## src/rtl/rx_pack_pkg.sv

```systemverilog
package rx_pack_pkg;
  // Lane that receives the byte at position idx within a word.
  function automatic int unsigned lane_index(input int unsigned idx, input logic big,
                                             input int unsigned lanes);
    return big ? (lanes - 1 - idx) : idx;
  endfunction
endpackage

```

## src/rtl/rx_bit_asm.sv

```systemverilog
module rx_bit_asm #(
  parameter int unsigned BYTE_W = 8
) (
  input  logic              clk,
  input  logic              rst,
  input  logic              bit_vld,
  input  logic              bit_in,
  input  logic              frame_end,
  output logic              byte_vld,
  output logic [BYTE_W-1:0] byte_data
);
  localparam int unsigned CW = $clog2(BYTE_W);

  logic [CW-1:0]     bit_cnt;
  logic [BYTE_W-1:0] shreg;
  logic              last_bit;

  assign last_bit  = bit_vld && (bit_cnt == CW'(BYTE_W - 1));
  assign byte_vld  = last_bit;
  // Right shift: the earliest bit ends up at position 0.
  assign byte_data = {bit_in, shreg[BYTE_W-1:1]};

  always_ff @(posedge clk) begin
    if (rst) begin
      bit_cnt <= '0;
      shreg   <= '0;
    end else begin
      if (bit_vld) shreg <= {bit_in, shreg[BYTE_W-1:1]};
      if (frame_end || last_bit) bit_cnt <= '0;
      else if (bit_vld)          bit_cnt <= bit_cnt + 1'b1;
    end
  end
endmodule

```

## src/rtl/rx_lane_packer.sv

```systemverilog
module rx_lane_packer #(
  parameter int unsigned BYTE_W = 8,
  parameter int unsigned LANES  = 4
) (
  input  logic                      clk,
  input  logic                      rst,
  input  logic                      byte_vld,
  input  logic [BYTE_W-1:0]         byte_data,
  input  logic                      frame_end,
  input  logic                      endian_big,
  output logic                      flush_evt,
  output logic [$clog2(LANES)-1:0]  pend_cnt,
  output logic                      out_vld,
  output logic [BYTE_W*LANES-1:0]   out_data,
  output logic [$clog2(LANES)-1:0]  out_cnt,
  output logic                      out_eof,
  output logic                      out_empty
);
  import rx_pack_pkg::*;
  localparam int unsigned WORD_W = BYTE_W * LANES;
  localparam int unsigned CNT_W  = $clog2(LANES);

  logic [WORD_W-1:0] word_q;
  logic [WORD_W-1:0] placed;
  logic [WORD_W-1:0] merged;
  logic [CNT_W:0]    total;
  logic [CNT_W-1:0]  lane;

  always_comb begin
    lane   = CNT_W'(lane_index(int'(pend_cnt), endian_big, LANES));
    placed = byte_vld ? (WORD_W'(byte_data) << (int'(lane) * BYTE_W)) : '0;
    merged = word_q | placed;
    total  = {1'b0, pend_cnt} + (CNT_W+1)'(byte_vld);
  end

  assign flush_evt = frame_end || (byte_vld && pend_cnt == CNT_W'(LANES - 1));

  always_ff @(posedge clk) begin
    if (rst) begin
      word_q    <= '0;
      pend_cnt  <= '0;
      out_vld   <= 1'b0;
      out_data  <= '0;
      out_cnt   <= '0;
      out_eof   <= 1'b0;
      out_empty <= 1'b0;
    end else begin
      out_vld <= flush_evt;
      if (flush_evt) begin
        out_data  <= merged;
        out_cnt   <= (total == '0) ? '0 : CNT_W'(total - 1'b1);
        out_eof   <= frame_end;
        out_empty <= frame_end && (total == '0);
        word_q    <= '0;
        pend_cnt  <= '0;
      end else if (byte_vld) begin
        word_q   <= merged;
        pend_cnt <= pend_cnt + 1'b1;
      end
    end
  end
endmodule

```

## src/rtl/rx_dword_packer.sv

```systemverilog
module rx_dword_packer #(
  parameter int unsigned BYTE_W = 8,
  parameter int unsigned LANES  = 4,
  localparam int unsigned WORD_W = BYTE_W * LANES,
  localparam int unsigned CNT_W  = $clog2(LANES)
) (
  input  logic              clk,
  input  logic              rst,
  input  logic              bit_vld,
  input  logic              bit_in,
  input  logic              frame_end,
  input  logic              endian_big,
  output logic              out_vld,
  output logic [WORD_W-1:0] out_data,
  output logic [CNT_W-1:0]  out_cnt,
  output logic              out_eof,
  output logic              out_empty
);
  logic              byte_vld;
  logic [BYTE_W-1:0] byte_data;
  logic              flush_evt;
  logic [CNT_W-1:0]  pend_cnt;

  rx_bit_asm #(.BYTE_W(BYTE_W)) u_bits (
    .clk(clk), .rst(rst), .bit_vld(bit_vld), .bit_in(bit_in),
    .frame_end(frame_end), .byte_vld(byte_vld), .byte_data(byte_data)
  );

  rx_lane_packer #(.BYTE_W(BYTE_W), .LANES(LANES)) u_pack (
    .clk(clk), .rst(rst), .byte_vld(byte_vld), .byte_data(byte_data),
    .frame_end(frame_end), .endian_big(endian_big), .flush_evt(flush_evt),
    .pend_cnt(pend_cnt), .out_vld(out_vld), .out_data(out_data),
    .out_cnt(out_cnt), .out_eof(out_eof), .out_empty(out_empty)
  );
endmodule

```

## config.mk

```make
export PLATFORM = sky130hd
export DESIGN_NAME = rx_dword_packer
export DESIGN_NICKNAME = d
export VERILOG_FILES = /design/src/rtl/rx_pack_pkg.sv /design/src/rtl/rx_bit_asm.sv /design/src/rtl/rx_lane_packer.sv /design/src/rtl/rx_dword_packer.sv
export SDC_FILE = /design/constraint.sdc
export NUM_CORES = 1
export LEC_CHECK = 0
export ABC_AREA = 1
export BUFFER_PORTS_ARGS = -buffer_cell sky130_fd_sc_hd__buf_2
export CORE_UTILIZATION = 59
export CTS_BUF_LIST = sky130_fd_sc_hd__clkbuf_4 sky130_fd_sc_hd__clkbuf_8
export DETAILED_ROUTE_END_ITERATION = 8
export PLACE_DENSITY = 0.82
export SETUP_SLACK_MARGIN = 0.15
export SLEW_MARGIN = 20
export SYNTH_ARGS = -nofsm -noshare
export SYNTH_HDL_FRONTEND = slang
export SYNTH_SLANG_ARGS = --single-unit
```

## constraint.sdc

```tcl
create_clock -name clk -period 1.93 [get_ports clk]
set_input_delay 0.193 -clock clk [delete_from_list [all_inputs] [get_ports clk]]
set_output_delay 0.193 -clock clk [all_outputs]
set_load 0.02 [all_outputs]
```

Word-level counts from Yosys, hierarchy flattened
Cells that the tools add are included.
{"block": "word_totals", "regBits": 82, "out_inout_bits": 37}
{"block": "op_classes", "n_addsub": 5, "n_eq_ne": 2, "n_shift": 1, "mux": 3, "n_bitwise": 1, "n_reduce_logical": 8}
{"op": "$mux 32", "count": 1}
{"op": "$or 32x32->32", "count": 1}
{"op": "$shl 8x5->32", "count": 1}
{"op": "$mux 2", "count": 2}
{"op": "$reduce_or 2->1", "count": 2}
{"op": "$add 2x1->3", "count": 1}
{"op": "$add 3x1->3 const B", "count": 1}
{"op": "$eq 3x3->1 const B", "count": 1}
{"op": "$logic_and 1x1->1", "count": 3}
{"op": "$logic_not 3->1", "count": 1}
{"op": "$add 2x1->2 const B", "count": 1}
{"op": "$eq 2x2->1 const B", "count": 1}
{"op": "$logic_or 1x1->1", "count": 2}
{"op": "$sub 2x1->2 const B", "count": 1}
{"op": "$sub 2x2->2 const A", "count": 1}

Depth between registers and ports, before layout
{"block": "logic_depth", "ltp_word": 5, "mapped_depth": 11}

Cells and area by module
From an unflattened synthesis, not the netlist that was laid out.
{"block": "hier_totals", "cells_unflattened": 436, "hier_area_um2": 3156.8}
{"module": "rx_lane_packer", "instances": 1, "cells_each": 378, "area_per_inst_um2": 2738.9}
{"module": "rx_bit_asm", "instances": 1, "cells_each": 58, "area_per_inst_um2": 417.9}

Least setup slack after synthesis
No wires, ideal clock.
{"block": "synth_timing", "path_kind": "flip-flop to flip-flop", "start": "register u_bits.bit_cnt[0]", "end": "register u_pack.out_empty", "setup_ps": 87, "t_arrival_ps": 1683, "required_time_ps": 1843, "setup_slack_ps": 160, "path_stages_with_launch": 10, "n_path_buf": 0, "path_cell_list": "dfxtp_1 -> ha_1 -> ha_1 -> nand2_8 -> clkinv_4 -> ha_1 -> ha_1 -> inv_1 -> nand3b_1 -> o31ai_1"}
{"block": "synth_via", "elab_chain_len": 5, "elab_cells_between_ends": 7}
{"element": "from (decl)", "line": "rx_bit_asm.sv:14", "text": "logic [CW-1:0] bit_cnt;"}
{"element": "from (signal assigned)", "line": "rx_bit_asm.sv:30", "text": "else if (bit_vld) bit_cnt <= bit_cnt + 1'b1;"}
{"element": "$eq 3x3->1 (*)", "line": "rx_bit_asm.sv:18", "text": "assign last_bit = bit_vld && (bit_cnt == CW'(BYTE_W - 1));"}
{"element": "$logic_and 1x1->1 (*)", "line": "rx_bit_asm.sv:18"}
{"element": "net byte_vld", "line": "rx_dword_packer.sv:19", "text": "logic byte_vld;"}
{"element": "$add 2x1->3", "line": "rx_lane_packer.sv:33", "text": "total = {1'b0, pend_cnt} + (CNT_W+1)'(byte_vld);"}
{"element": "$logic_not 3->1", "line": "rx_lane_packer.sv:53", "text": "out_empty <= frame_end && (total == '0);"}
{"element": "$logic_and 1x1->1", "line": "rx_lane_packer.sv:53"}
{"element": "to (signal assigned)", "line": "rx_lane_packer.sv:53"}
{"element": "to (decl)", "line": "rx_lane_packer.sv:17", "text": "output logic out_empty"}
The timed path passes the listed nets; every way through them passes the cells marked *.
A chain may end at the register's enable or synchronous reset.

Worst setup path in the final report
Same ends and word-level chain as after synthesis.

==> impl_results.md <==
- Power per cell area: approximately 860 nW/um^2
- Max-slew headroom: between 70% and 80%
- Final wirelength: between 6000 and 7000 um
- Post-DP HPWL: 4050 um
- Grt ovf: 0
- Core Region: ~5100 um^2
- Reg-to-Reg End: u_pack.out_empty
- Vias in the first global route: approximately 2400
- Number of synthesized register bits: ~80
- Antenna cells: 0
- Crit path capture type: flop
- Fraction of the yosys area taken by sequential cells: around half
- Clock Path Buffers: 2
- Share of layout cells above drive strength 1: 17.4%
- Clk sinks: 81
- Maxcap violations: 0
- Final Critical Period: 1670 ps
- GPL Wtd Cong: roughly 0.85
- Fill cells: a little over 400
- Startpoint Class: flop
- Total global-route track usage: between 20 and 25%
- Final period util: between 80 and 90%
- Routed length per instance: roughly 12 um
- Storage element area: around 1600 um^2
- Vias per cell: approximately 4.8
- # rows: 26
- Syn_nets: 431
- Crit path max fanout: 4
- Min-Delay Startpoint: rst
- Die H: 74.9 um
- Remaining DRCs: 0
- Worst reg2reg path depth: 9
- Hold Buf Count CTS: 0
- CTS H-tree lvls: 3
- Setup TNS: 0 ps
- Initial Utilization: between 60 and 70%
- FMAX: about 600 MHz
- Post-route setup slack: ~260 ps
- Yosys warnings: 0
- Hold depth: 2
- Commonest non-fill, non-tap cell in the layout: nand2_1
- Synth Cell Area: around 3100 um^2
- Sw Share: between 20% and 30%
- Die Area: roughly 5600 um^2
- Antenna Nets Post-Route: 0
- Worst min path class: in -> reg
- Synth unique cells: 22
- WS Path Type: reg -> reg
- Max stage delay on crit path: around 330 ps
- Die Width: about 75 um
- WP data arrival: 1940 ps
- WHS Endpoint: u_pack.out_cnt[0]
- R2R Setup Slk: between 200 and 300 ps
- DR vias: 2613
- Static leakage: 1.84 nW
- CP delay by family, top: adder cells
- Flop pwr share: a little over half
- Final hold violation count: 0
- Multi-input logic area: roughly 1200 um^2
- # IOs: 43
- I/O Buffers: 42
- Commonest cells after routing, fill and taps aside: nand2_1, dfxtp_1, inv_1, a21oi_1, buf_2
- Clock Skew: about 7.4 ps
- Net Sw Power: approximately 700 uW
- Crit-path cells: ha_2 -> ha_4 -> nand2_8 -> clkinv_4 -> ha_2 -> ha_4 -> inv_2 -> nand3b_1 -> o31ai_1
- Worst skew pair latency: roughly 350 ps
- CTS root buf: clkbuf_8
- Crit path max-delay cell type: dfxtp_2
- Reg-to-reg startpoint: u_bits.bit_cnt[0]
- Worst path bufs/invs: 2
- Area delta synth->final: 16.6%
- Final Slew Violations: 0
- Cell Int Power: about 2.5 mW
- Final Setup Violations: 0
- VDD IR max: about 0.6 mV
- RSZ-0062 raised after global routing: no
- Iter 0 DRT Violations: about 90
- Logic gate share of total power: 4.2%
- Initial antenna violation count: 0
- CTS tree: done
- Post-Syn Area per Cell: ~7.5 um^2
- Status: complete, no violations
- Slew at the pin closest to its max-slew limit: roughly 440 ps
- Place WS: between 60 and 70 ps
- Nets: ~480
- DR pass1 iterations: 5
- CP required: 2190 ps
- Cells after Synth: between 400 and 500
- Reg clk slew, reported paths: about 80 ps
- First-pass GRT wire length: just over 10000 um
- Largest net degree at the start of global routing: 35
- Clock share of power: between 40% and 50%
- CTS Buf Count: 9
worst max-delay path by stage:
stage,from,to,slack (ps),cells after the start
final,u_bits.bit_cnt[0],u_pack.out_empty,260,9
after global routing,u_bits.bit_cnt[1],u_pack.out_data[31],150,10
after CTS,u_bits.bit_cnt[0],u_pack.out_empty,200,9
after detailed placement,u_bits.bit_cnt[0],u_pack.out_cnt[0],70,10
after global placement,u_bits.bit_cnt[0],u_pack.out_cnt[0],120,10
after floorplan,u_bits.bit_cnt[0],u_pack.out_empty,160,9
cells in the mapped netlist (all sizes together):
cell / number / share of area, %
nor2: 21 / 3.5
xnor2: 1 / 0.28
buf: 12 / 3.1
o21ai: 8 / 1.3
ha: 5 / 2.0
nand3: 2 / 0.32
inv: 50 / 6.0
dfxtp: 81 / 52
a21oi: 45 / 7.2
nand2: 191 / 24
clkbuf: 1 / 0.12
o31ai: 1 / 0.24
nand3b: 1 / 0.24
clkinv: 1 / 0.28
area by class of cell:
type,count,share of cell area (%)
inverters,51,5.37
clock buffers,10,3.59
well taps,70,2.40
flip-flops and latches,81,44.4
repair buffers,49,7.87
multi-input cells,275,34.1
clock inverters,6,2.26
flip-flops by register name, summed over array words and instances, names as in the netlist:
signal,flops
u_pack.out_data,32
u_pack.word_q,32
u_bits.shreg,7
u_bits.bit_cnt,3
u_pack.out_cnt,2
u_pack.pend_cnt,2
u_pack.out_empty,1
u_pack.out_eof,1
u_pack.out_vld,1
layer usage:
| metal | routed length (um) | GRT usage, % | vias to the layer above | part of all wire, % |
|---|---|---|---|---|
| li1 | - | - | 1365 | - |
| met4 | 114 | 11.1 | 0 | 1.8 |
| met5 | 0 | 0 | - | 0 |
| met1 | 2890 | 29.7 | 1188 | 46 |
| met3 | 261 | 6.29 | 12 | 4.1 |
| met2 | 3050 | 42.1 | 48 | 48 |
worst register-to-register path: stages (launching register included):
cell and delay (ps):
dfxtp_2 330, ha_2 190, ha_4 170, nand2_8 70
clkinv_4 60, ha_2 190, ha_4 240, inv_2 50
nand3b_1 90, o31ai_1 190
logic make-up (layout without fill, tap and decap cells):
group | Yosys count | in the layout | synth area share [%]
compound gates | 54 | 54 | 8.70
xor+xnor | 1 | 1 | 0.279
fa+ha+maj | 5 | 5 | 1.99
buf+inv | 64 | 116 | 9.49
flops | 81 | 81 | 51.7
simple gates | 215 | 215 | 27.8
power by group through the flow:
stage / Combinational [mW] / Sequential (mW) / Clock (mW)
after floorplan: 0.0923 / 1.73 / 0
after global placement: 0.123 / 1.73 / 0
after detailed placement: 0.126 / 1.73 / 0
after CTS: 0.129 / 1.69 / 1.36
after global routing: 0.146 / 1.69 / 1.42
final: 0.132 / 1.69 / 1.34
timing repair:
action,4_1_cts,5_1_grt
cloned,0,0
pin swaps,2,3
endpoints found under the setup margin,3,3
buffers inserted,2,2
gates resized for setup,7,0
per-stage QoR:
| stage | std cells | cell area (um^2) | total power [mW] | util, % | hold WS, ps |
|---|---|---|---|---|---|
| 4_1_cts | 540 | 3630 | 3.18 | 71.0 | 135 |
| 6_report | 542 | 3660 | 3.16 | 71.6 | 142 |
| 5_1_grt | 542 | 3660 | 3.26 | 71.6 | 136 |
| 3_3_place_gp | 522 | 3370 | 1.85 | 65.9 | 431 |
| 3_5_place_dp | 522 | 3370 | 1.86 | 65.9 | 434 |
| 2_1_floorplan | 420 | 3140 | 1.83 | - | 262 |
(Power assumes the default switching activity.)
